[src/rtl/sdram_col_pkg.sv]
package sdram_col_pkg;
  typedef enum logic [2:0] {
    CMD_NOP   = 3'd0,
    CMD_RD    = 3'd1,
    CMD_WR    = 3'd2,
    CMD_TERM  = 3'd3,
    CMD_LMODE = 3'd4
  } cmd_e;

  localparam logic [2:0] BL_FULL = 3'd7;
endpackage

[src/rtl/sdram_col_mode.sv]
module sdram_col_mode #(
  parameter int COL_W = 9,
  parameter int LAT_W = 1
) (
  input  logic             clk,
  input  logic             rst_n,
  input  logic             ld_i,
  input  logic [2:0]       bl_i,
  input  logic             il_i,
  input  logic [LAT_W-1:0] lat_i,
  output logic [COL_W-1:0] mask_o,
  output logic             il_o,
  output logic             full_o,
  output logic [LAT_W-1:0] lat_o,
  output logic             err_o
);
  import sdram_col_pkg::*;

  logic [2:0]       bl_q, bl_d;
  logic             il_q, il_d;
  logic [LAT_W-1:0] lat_q, lat_d;
  logic             err_q, err_d;
  logic             legal;

  always_comb begin
    legal = ((bl_i <= 3'd3) || (bl_i == BL_FULL)) && !(il_i && (bl_i == BL_FULL));
    bl_d  = bl_q;
    il_d  = il_q;
    lat_d = lat_q;
    err_d = ld_i && !legal;
    if (ld_i && legal) begin
      bl_d  = bl_i;
      il_d  = il_i;
      lat_d = lat_i;
    end
  end

  always_ff @(posedge clk or negedge rst_n) begin
    if (!rst_n) begin
      bl_q  <= '0;
      il_q  <= 1'b0;
      lat_q <= '0;
      err_q <= 1'b0;
    end else begin
      bl_q  <= bl_d;
      il_q  <= il_d;
      lat_q <= lat_d;
      err_q <= err_d;
    end
  end

  assign full_o = (bl_q == BL_FULL);
  assign mask_o = full_o ? {COL_W{1'b1}} : ((COL_W'(1) << bl_q) - COL_W'(1));
  assign il_o   = il_q;
  assign lat_o  = lat_q;
  assign err_o  = err_q;


  mode_hold_chk: assert property (@(posedge clk) disable iff (!rst_n)
    (ld_i && !legal) |=> ($stable(bl_q) && $stable(il_q) && $stable(lat_q) && err_o));


  err_pulse_chk: assert property (@(posedge clk) disable iff (!rst_n)
    !ld_i |=> !err_o);
endmodule

[src/rtl/sdram_col_burst.sv]
module sdram_col_burst #(
  parameter int COL_W  = 9,
  parameter int BANK_W = 2
) (
  input  logic              clk,
  input  logic              rst_n,
  input  logic              start_i,
  input  logic              rd_i,
  input  logic              term_i,
  input  logic [BANK_W-1:0] bank_i,
  input  logic [COL_W-1:0]  col_i,
  input  logic [COL_W-1:0]  mask_i,
  input  logic              il_i,
  input  logic              full_i,
  output logic              act_o,
  output logic              rd_o,
  output logic [BANK_W-1:0] bank_o,
  output logic [COL_W-1:0]  col_o
);
  logic              act_q, act_d;
  logic [COL_W-1:0]  cnt_q, cnt_d;
  logic              rd_q;
  logic [BANK_W-1:0] bank_q;
  logic [COL_W-1:0]  base_q, mask_q;
  logic              il_q, full_q;
  logic              last;

  assign last = !full_q && (cnt_q == mask_q);

  always_comb begin
    act_d = act_q;
    cnt_d = cnt_q;
    if (start_i) begin
      act_d = 1'b1;
      cnt_d = '0;
    end else if (term_i) begin
      act_d = 1'b0;
    end else if (act_q) begin
      if (last) act_d = 1'b0;
      else      cnt_d = cnt_q + COL_W'(1);
    end
  end

  always_ff @(posedge clk or negedge rst_n) begin
    if (!rst_n) begin
      act_q <= 1'b0;
      cnt_q <= '0;
    end else begin
      act_q <= act_d;
      cnt_q <= cnt_d;
    end
  end

  always_ff @(posedge clk or negedge rst_n) begin
    if (!rst_n) begin
      rd_q   <= 1'b0;
      bank_q <= '0;
      base_q <= '0;
      mask_q <= '0;
      il_q   <= 1'b0;
      full_q <= 1'b0;
    end else if (start_i) begin
      rd_q   <= rd_i;
      bank_q <= bank_i;
      base_q <= col_i;
      mask_q <= mask_i;
      il_q   <= il_i;
      full_q <= full_i;
    end
  end

  assign act_o  = act_q;
  assign rd_o   = rd_q;
  assign bank_o = bank_q;
  assign col_o  = il_q ? (base_q ^ cnt_q)
                       : ((base_q & ~mask_q) | ((base_q + cnt_q) & mask_q));


  beat_bound_chk: assert property (@(posedge clk) disable iff (!rst_n)
    (act_q && !full_q) |-> (cnt_q <= mask_q));


  term_stop_chk: assert property (@(posedge clk) disable iff (!rst_n)
    (term_i && !start_i) |=> !act_o);


  restart_chk: assert property (@(posedge clk) disable iff (!rst_n)
    start_i |=> (act_o && cnt_q == '0 && bank_o == $past(bank_i) && col_o == $past(col_i)));
endmodule

[src/rtl/sdram_col_rdpipe.sv]
module sdram_col_rdpipe #(
  parameter int LAT_MIN = 2,
  parameter int LAT_W   = 1
) (
  input  logic             clk,
  input  logic             rst_n,
  input  logic             beat_rd_i,
  input  logic [LAT_W-1:0] lat_i,
  output logic             rd_vld_o
);
  localparam int DEPTH = LAT_MIN - 1 + (1 << LAT_W) - 1;

  logic [DEPTH-1:0] pipe_q;

  for (genvar s = 0; s < DEPTH; s++) begin : g_stage
    if (s == 0) begin : g_head
      always_ff @(posedge clk or negedge rst_n) begin
        if (!rst_n) pipe_q[0] <= 1'b0;
        else        pipe_q[0] <= beat_rd_i;
      end
    end else begin : g_body
      always_ff @(posedge clk or negedge rst_n) begin
        if (!rst_n) pipe_q[s] <= 1'b0;
        else        pipe_q[s] <= pipe_q[s-1];
      end
    end
  end

  assign rd_vld_o = pipe_q[LAT_MIN - 2 + int'(lat_i)];


  lat_short_chk: assert property (@(posedge clk) disable iff (!rst_n)
    (lat_i == '0) |-> (rd_vld_o == $past(beat_rd_i)));


  lat_long_chk: assert property (@(posedge clk) disable iff (!rst_n)
    (lat_i == LAT_W'(1) && $past(beat_rd_i, 2)) |-> rd_vld_o);
endmodule

[src/rtl/sdram_col_seq.sv]
module sdram_col_seq #(
  parameter int COL_W   = 9,
  parameter int BANK_W  = 2,
  parameter int LAT_MIN = 2,
  parameter int LAT_W   = 1
) (
  input  logic              clk,
  input  logic              rst_n,
  input  logic [2:0]        cmd_i,
  input  logic [BANK_W-1:0] bank_i,
  input  logic [COL_W-1:0]  col_i,
  input  logic [2:0]        mode_bl_i,
  input  logic              mode_il_i,
  input  logic [LAT_W-1:0]  mode_lat3_i,
  output logic              beat_vld_o,
  output logic [BANK_W-1:0] bank_o,
  output logic [COL_W-1:0]  col_o,
  output logic              rd_vld_o,
  output logic              mode_err_o
);
  import sdram_col_pkg::*;

  logic             start, is_rd, term, ld;
  logic [COL_W-1:0] mask;
  logic             il, full, act, rd;
  logic [LAT_W-1:0] lat;

  assign is_rd = (cmd_i == CMD_RD);
  assign start = is_rd || (cmd_i == CMD_WR);
  assign term  = (cmd_i == CMD_TERM);
  assign ld    = (cmd_i == CMD_LMODE);

  sdram_col_mode #(.COL_W(COL_W), .LAT_W(LAT_W)) u_mode (
    .clk(clk), .rst_n(rst_n), .ld_i(ld), .bl_i(mode_bl_i), .il_i(mode_il_i),
    .lat_i(mode_lat3_i), .mask_o(mask), .il_o(il), .full_o(full),
    .lat_o(lat), .err_o(mode_err_o)
  );

  sdram_col_burst #(.COL_W(COL_W), .BANK_W(BANK_W)) u_burst (
    .clk(clk), .rst_n(rst_n), .start_i(start), .rd_i(is_rd), .term_i(term),
    .bank_i(bank_i), .col_i(col_i), .mask_i(mask), .il_i(il), .full_i(full),
    .act_o(act), .rd_o(rd), .bank_o(bank_o), .col_o(col_o)
  );

  sdram_col_rdpipe #(.LAT_MIN(LAT_MIN), .LAT_W(LAT_W)) u_rdpipe (
    .clk(clk), .rst_n(rst_n), .beat_rd_i(act && rd), .lat_i(lat),
    .rd_vld_o(rd_vld_o)
  );

  assign beat_vld_o = act;
endmodule

[config.mk]
export PLATFORM = sky130hd
export DESIGN_NAME = sdram_col_seq
export DESIGN_NICKNAME = d
export VERILOG_FILES = /design/src/rtl/sdram_col_pkg.sv /design/src/rtl/sdram_col_mode.sv /design/src/rtl/sdram_col_burst.sv /design/src/rtl/sdram_col_rdpipe.sv /design/src/rtl/sdram_col_seq.sv
export SDC_FILE = /design/constraint.sdc
export NUM_CORES = 1
export LEC_CHECK = 0
export BUFFER_PORTS_ARGS = -buffer_cell sky130_fd_sc_hd__clkbuf_2
export CORE_ASPECT_RATIO = 1.1
export CORE_UTILIZATION = 45
export DETAILED_ROUTE_END_ITERATION = 6
export MAX_ROUTING_LAYER = met4
export PLACE_DENSITY = 0.68
export SETUP_SLACK_MARGIN = 0.02
export SLEW_MARGIN = 10
export SYNTH_ARGS = -nofsm -noshare
export SYNTH_HDL_FRONTEND = slang
export SYNTH_HIERARCHICAL = 1
export SYNTH_SLANG_ARGS = --single-unit
[constraint.sdc]
create_clock -name clk -period 3.2 [get_ports clk]
set_input_delay 0.96 -clock clk [delete_from_list [all_inputs] [get_ports clk]]
set_output_delay 0.96 -clock clk [all_outputs]
set_load 0.005 [all_outputs]
* After elaboration in Yosys (flattened, before gate mapping) *
Cells that the tools add are included.

operators by class
  add/subtract/negate cells = 3
  multipliers = 0
  divide/modulo/power cells = 0
  $lt $le $gt $ge = 2
  eq/ne operators = 9
  shift operators = 1
  mux-type cells = 12
  bitwise logic cells = 5
  reductions and logical operators = 13

operators by type and width
  cell                                                                           number
  9-bit 2-to-1 mux                                                               6
  9-bit AND                                                                      2
  9-bit by 1-bit adder with 9-bit output (second input constant)                 1
  9-bit adder                                                                    1
  3-bit == test (second input constant)                                          3
  9-bit == test                                                                  1
  9-bit inverter                                                                 1
  9-bit OR                                                                       1
  1-bit by 3-bit left shift with 9-bit output (first input constant)             1
  9-bit by 1-bit subtractor with 9-bit output (second input constant)            1
  9-bit XOR                                                                      1
  3-bit by 2-bit == test with 1-bit output (second input constant)               2
  1-bit logical AND                                                              6
  1-bit 2-to-1 mux                                                               6
  2-bit inequality test (second input constant)                                  2
  3-bit by 1-bit == test with 1-bit output (second input constant)               1
  3-bit by 2-bit <= comparator with 1-bit output (second input constant)         1
  1-bit logical NOT                                                              3
  3-bit AND reduction                                                            1
  1-bit logical OR                                                               2
  1-bit by 2-bit less-than comparator with 1-bit output (second input constant)  1
  2-bit nonzero test                                                             1

storage, ports and cells
  flip-flop bits (word level) = 41
  latch bits = 0
  bits in writable memories = 0
  ROM bits = 0
  bits of input ports = 21
  output and inout bits = 14
  logic and storage cells = 59
  memories kept = 0

* Logic depth before layout (Yosys ltp) *
  depth after elaboration = 6
  depth in mapped cells = 9
  mapped depth without buffers = 9

* By module *
The synthesis kept the hierarchy.

modules (own cells, without submodules)
  module            instances  cells each  area each (um^2)  seq. area each (um^2)
  sdram_col_burst   1          188         2016.9            825.8
  sdram_col_mode    1          40          407.9             150.1
  sdram_col_rdpipe  1          3           65.1              50.0
  sdram_col_seq     1          6           43.8              0.0

* Least setup slack after synthesis *
OpenSTA, ideal clock, no wires.

  kind = reg-to-output
  start = register u_burst.cnt_q[0]
  end = output col_o[8]
  arrival time = 1.905 ns
  required time = 2.240 ns
  slack = 0.335 ns
  cell stages (with the launch flop) = 10
  buffers on the path = 0
  cells stage by stage = dfrtp_1 -> ha_1 -> inv_1 -> fa_1 -> nor2b_1 -> o2111a_1 -> a211oi_2 -> a211oi_1 -> a21oi_1 -> xnor2_1

between the ends
  word-level cells in the longest chain between the ends = 4

ends and longest elaborated chain
  item                    RTL line               text
  from (decl)             sdram_col_burst.sv:21  logic [COL_W-1:0] cnt_q, cnt_d;
  from (signal assigned)  sdram_col_burst.sv:50  cnt_q <= cnt_d;
  9-bit adder             sdram_col_burst.sv:76  : ((base_q & ~mask_q) | ((base_q + cnt_q) & mask_q));
  9-bit AND               sdram_col_burst.sv:76
  9-bit OR                sdram_col_burst.sv:76
  9-bit 2-to-1 mux        sdram_col_burst.sv:75  assign col_o = il_q ? (base_q ^ cnt_q)
  to (decl)               sdram_col_seq.sv:17    output logic [COL_W-1:0] col_o,

No other way between the ends.

* Final worst setup path *
  start = register u_burst.cnt_q[1]
  end = output col_o[7]

The elaborated chain is that of the path after synthesis.

==> impl_metrics.tcl <==
set metrics [dict create \
    synthToLayoutAreaGrowth_pct 18.47 \
    synth_nets 269 \
    chipHeight_um 80.70 \
    drv_cap 0 \
    ys_seq_area_share_pct 40.49 \
    cp_num_cells 9 \
    crit_family "compound AO/OA/AOI/OAI gates" \
    antenna_found_initial 0 \
    max_freq_mhz 299.6 \
    diodes 0 \
    fin_crit_sh_pct 104.3 \
    ys_ff_latch 41 \
    h-tree-depth 2 \
    r2r_slack_ps 1270 \
    vias 1930 \
    wl_um 5142 \
    ant_nets 0 \
    fin_cells 356 \
    initial_core_util_pct 46.96 \
    syn_inst 237 \
    arrival_ps 2380 \
    max_stage_delay_ps 400 \
    reg2reg_depth 6 \
    placedCellCount 341 \
    cts_buffers 5 \
    drc 0 \
    fin_skew_ps 4.896 \
    ys.flop_type "dfrtp_1" \
    p_leak_nw 1.389 \
    reg2reg_from "u_mode/bl_q[1]$_DFFE_PN0P_" \
    total_power_mw 2.126 \
    setup_violations 2 \
    drt-initial-drc-count 147 \
    cp_slowest_cell "dfrtp_1" \
    post-route-util_pct 55.64 \
    fin_area_sq_um 3002 \
    hold_path_end "u_rdpipe/pipe_q[1]$_DFF_PN0_" \
    timing.hold.ws_ps 388.5 \
    vdd_drop_max_mv 0.3228 \
    synth_top_area_share_pct 40.49 \
    grt_pass1_wl_um 8604 \
    crit_chain "buf_6 > ha_4 > a21oi_4 > nor2b_4 > o31a_1 > o41ai_2 > mux2i_1 > a221o_1 > buf_2" \
    numPortBuffers 34 \
    num_rows 28 \
    wire_per_inst_um 14.44 \
    nets 312 \
    worstPathMaxFanout 2 \
    clk_pin_slew_ps 90 \
    rr_endpoint "u_burst/mask_q[2]$_DFFE_PN0P_" \
    postSynth.asyncResetShare_pct 100.0 \
    syn_area_sq_um 2534 \
    cts.sinks 41 \
    hpwl_um 3612 \
    drtPass1Iterations 4 \
    slew_headroom_pct 65.11 \
    synthDistinctLibCells 54 \
    grt_max_degree 42 \
    ctsHoldBuffers 0 \
    setup_slack_ps -138.0 \
    dpl-instance-area_sq_um 2765 \
    slew_violations 0 \
    hold_violations 0 \
    vias_per_cell 5.421 \
    gr-total-overflow 0 \
    drive_gt1_share_pct 36.65 \
    fillerInstances 502 \
    ys_top_cells_by_area "dfrtp_1 (40%), mux2_2 (11%), ha_1 (4.9%), xor2_1 (4.1%), nor2_1 (3.3%)" \
    grt_setup_unrepaired "true" \
    io_pins 35 \
    dieArea_sq_um 5935 \
    crit_required_ps 2240 \
    cellPowerDensity_nw_per_um2 708.2 \
    fin_crit_ps 3338 \
    path_class "flip-flop to primary output" \
    cts.path.max_buffers 2 \
    cts-root-buf "clkbuf_8" \
    hp-start "u_rdpipe/pipe_q[0]$_DFF_PN0_" \
    outcome "finished with violations" \
    gp_congestion 0.8809 \
    endpoint_kind "primary output" \
    die_w_um 73.55 \
    start_kind "flip-flop" \
    yosysWarnings 6 \
    synth_top_cell_by_area "dfrtp_1" \
    crit_buf_inv 2 \
    min_path_type "flip-flop to flip-flop" \
    synth_edf_count 0 \
    fp.coreArea_sq_um 5395 \
    first_global_vias 1860 \
    syn_area_per_cell_sq_um 10.69 \
    holdPathStages 0 \
    grt_util_all_layers_pct 19.46 \
    tightest_slew_ps 523.4 \
    clkLatencyLatePin_ps 290 \
    cts_tree "built" \
    failed_checks "negative setup slack" \
]
[state kept, by name, indices dropped and copies added (netlist names)]
register and cells:
u_mode/bl_q 3, u_burst/base_q 9, u_burst/il_q 1, u_burst/mask_q 9
u_burst/act_o 1, u_mode/err_o 1, u_burst/bank_o 2, u_burst/rd_o 1
u_mode/lat_o 1, u_rdpipe/pipe_q 2, u_burst/full_q 1, u_mode/il_o 1
u_burst/cnt_q 9
[timing repair]
item | 4_1_cts | 5_1_grt
endpoints found under the setup margin | 3 | 4
resized for setup | 8 | 8
gates cloned | 0 | 0
buffers inserted | 5 | 2
pin swaps | 2 | 8
[cell usage in the layout (no fill, tap or decap), drive strengths merged, types with 4 or more instances in the layout]
| cell | n |
|---|---|
| nor2 | 22 |
| nand3 | 4 |
| and3 | 4 |
| ha | 10 |
| xnor2 | 6 |
| xor2 | 12 |
| dfrtp | 41 |
| inv | 7 |
| and2 | 5 |
| mux2 | 28 |
| buf | 14 |
| a21oi | 17 |
| o21ai | 11 |
| clkbuf | 36 |
| nand3b | 5 |
| nand2 | 11 |
| nand2b | 4 |
[report_power, final]
part           switching [mW]  internal (mW)
clock network           0.194          0.234
logic                   0.425          0.481
registers               0.156          0.637
[per-stage QoR]
stage	setup WS, ps	TNS (ps)
floorplan	335.1	0
global placement	189.0	0
detailed placement	131.8	0
CTS	-69.64	-118.4
global route	-243.1	-632.5
finish	-138.0	-222.1
[worst max path at each step]
stage	startpoint	to
final	u_burst/cnt_q[1]$_DFFE_PN0P_	col_o[7]
after floorplan	u_burst/cnt_q[0]$_DFFE_PN0P_	col_o[8]
after global placement	u_burst/base_q[0]$_DFFE_PN0P_	col_o[8]
after CTS	u_burst/cnt_q[1]$_DFFE_PN0P_	col_o[7]
after detailed placement	u_burst/base_q[0]$_DFFE_PN0P_	col_o[8]
after global routing	u_burst/base_q[0]$_DFFE_PN0P_	col_o[8]
[cell usage after synthesis, types with 4 or more instances]
| master | count |
|---|---|
| and2_1 | 4 |
| xor2_1 | 12 |
| xnor2_1 | 5 |
| nor2_1 | 22 |
| o21ai_0 | 11 |
| a21oi_1 | 16 |
| nand2_1 | 11 |
| mux2_2 | 25 |
| ha_1 | 10 |
| nand2b_1 | 4 |
| nand3b_1 | 4 |
| dfrtp_1 | 41 |
| inv_1 | 7 |
[worst reg2reg max path: cells and delay by family (launching register included)]
family	cells	cell delay (ps)
AO/OA/AOI/OAI	2	240
adder cells (fa/ha/maj)	1	270
flip-flops	1	490
multiplexers	1	260
AND/OR/NAND/NOR	2	560
[routing by layer]
layer | vias up | wire, um | global-route usage, %
met4 | 0 | 61 | 5.385
met2 | 35 | 2583 | 30.83
li1 | 929 | - | -
met3 | 4 | 168 | 3.513
met1 | 962 | 2328 | 25.52
met5 | - | 0 | -
[cells by family (layout without fill, tap and decap cells)]
kind of cell | Yosys count | after routing | share of synthesized area [%]
adder cells (fa/ha/maj) | 11 | 11 | 5.728
AO/OA/AOI/OAI | 47 | 47 | 12.64
flip-flops | 41 | 41 | 40.49
buffers and inverters | 16 | 60 | 3.605
XOR/XNOR | 18 | 18 | 6.519
multiplexers | 31 | 31 | 13.78
AND/OR/NAND/NOR | 73 | 73 | 17.23
[layout make-up]
cell class | instances | area [sq um] | area share, %
Clock buffer | 5 | 68.82 | 2.293
Inverter | 7 | 26.28 | 0.8754
Timing Repair Buffer | 45 | 256.5 | 8.545
Clock inverter | 3 | 46.29 | 1.542
Tap cell | 75 | 93.84 | 3.126
Sequential cell | 41 | 1026 | 34.18
Multi-Input combinational cell | 180 | 1484 | 49.44
Note: power is estimated with default switching activity, not from simulation.
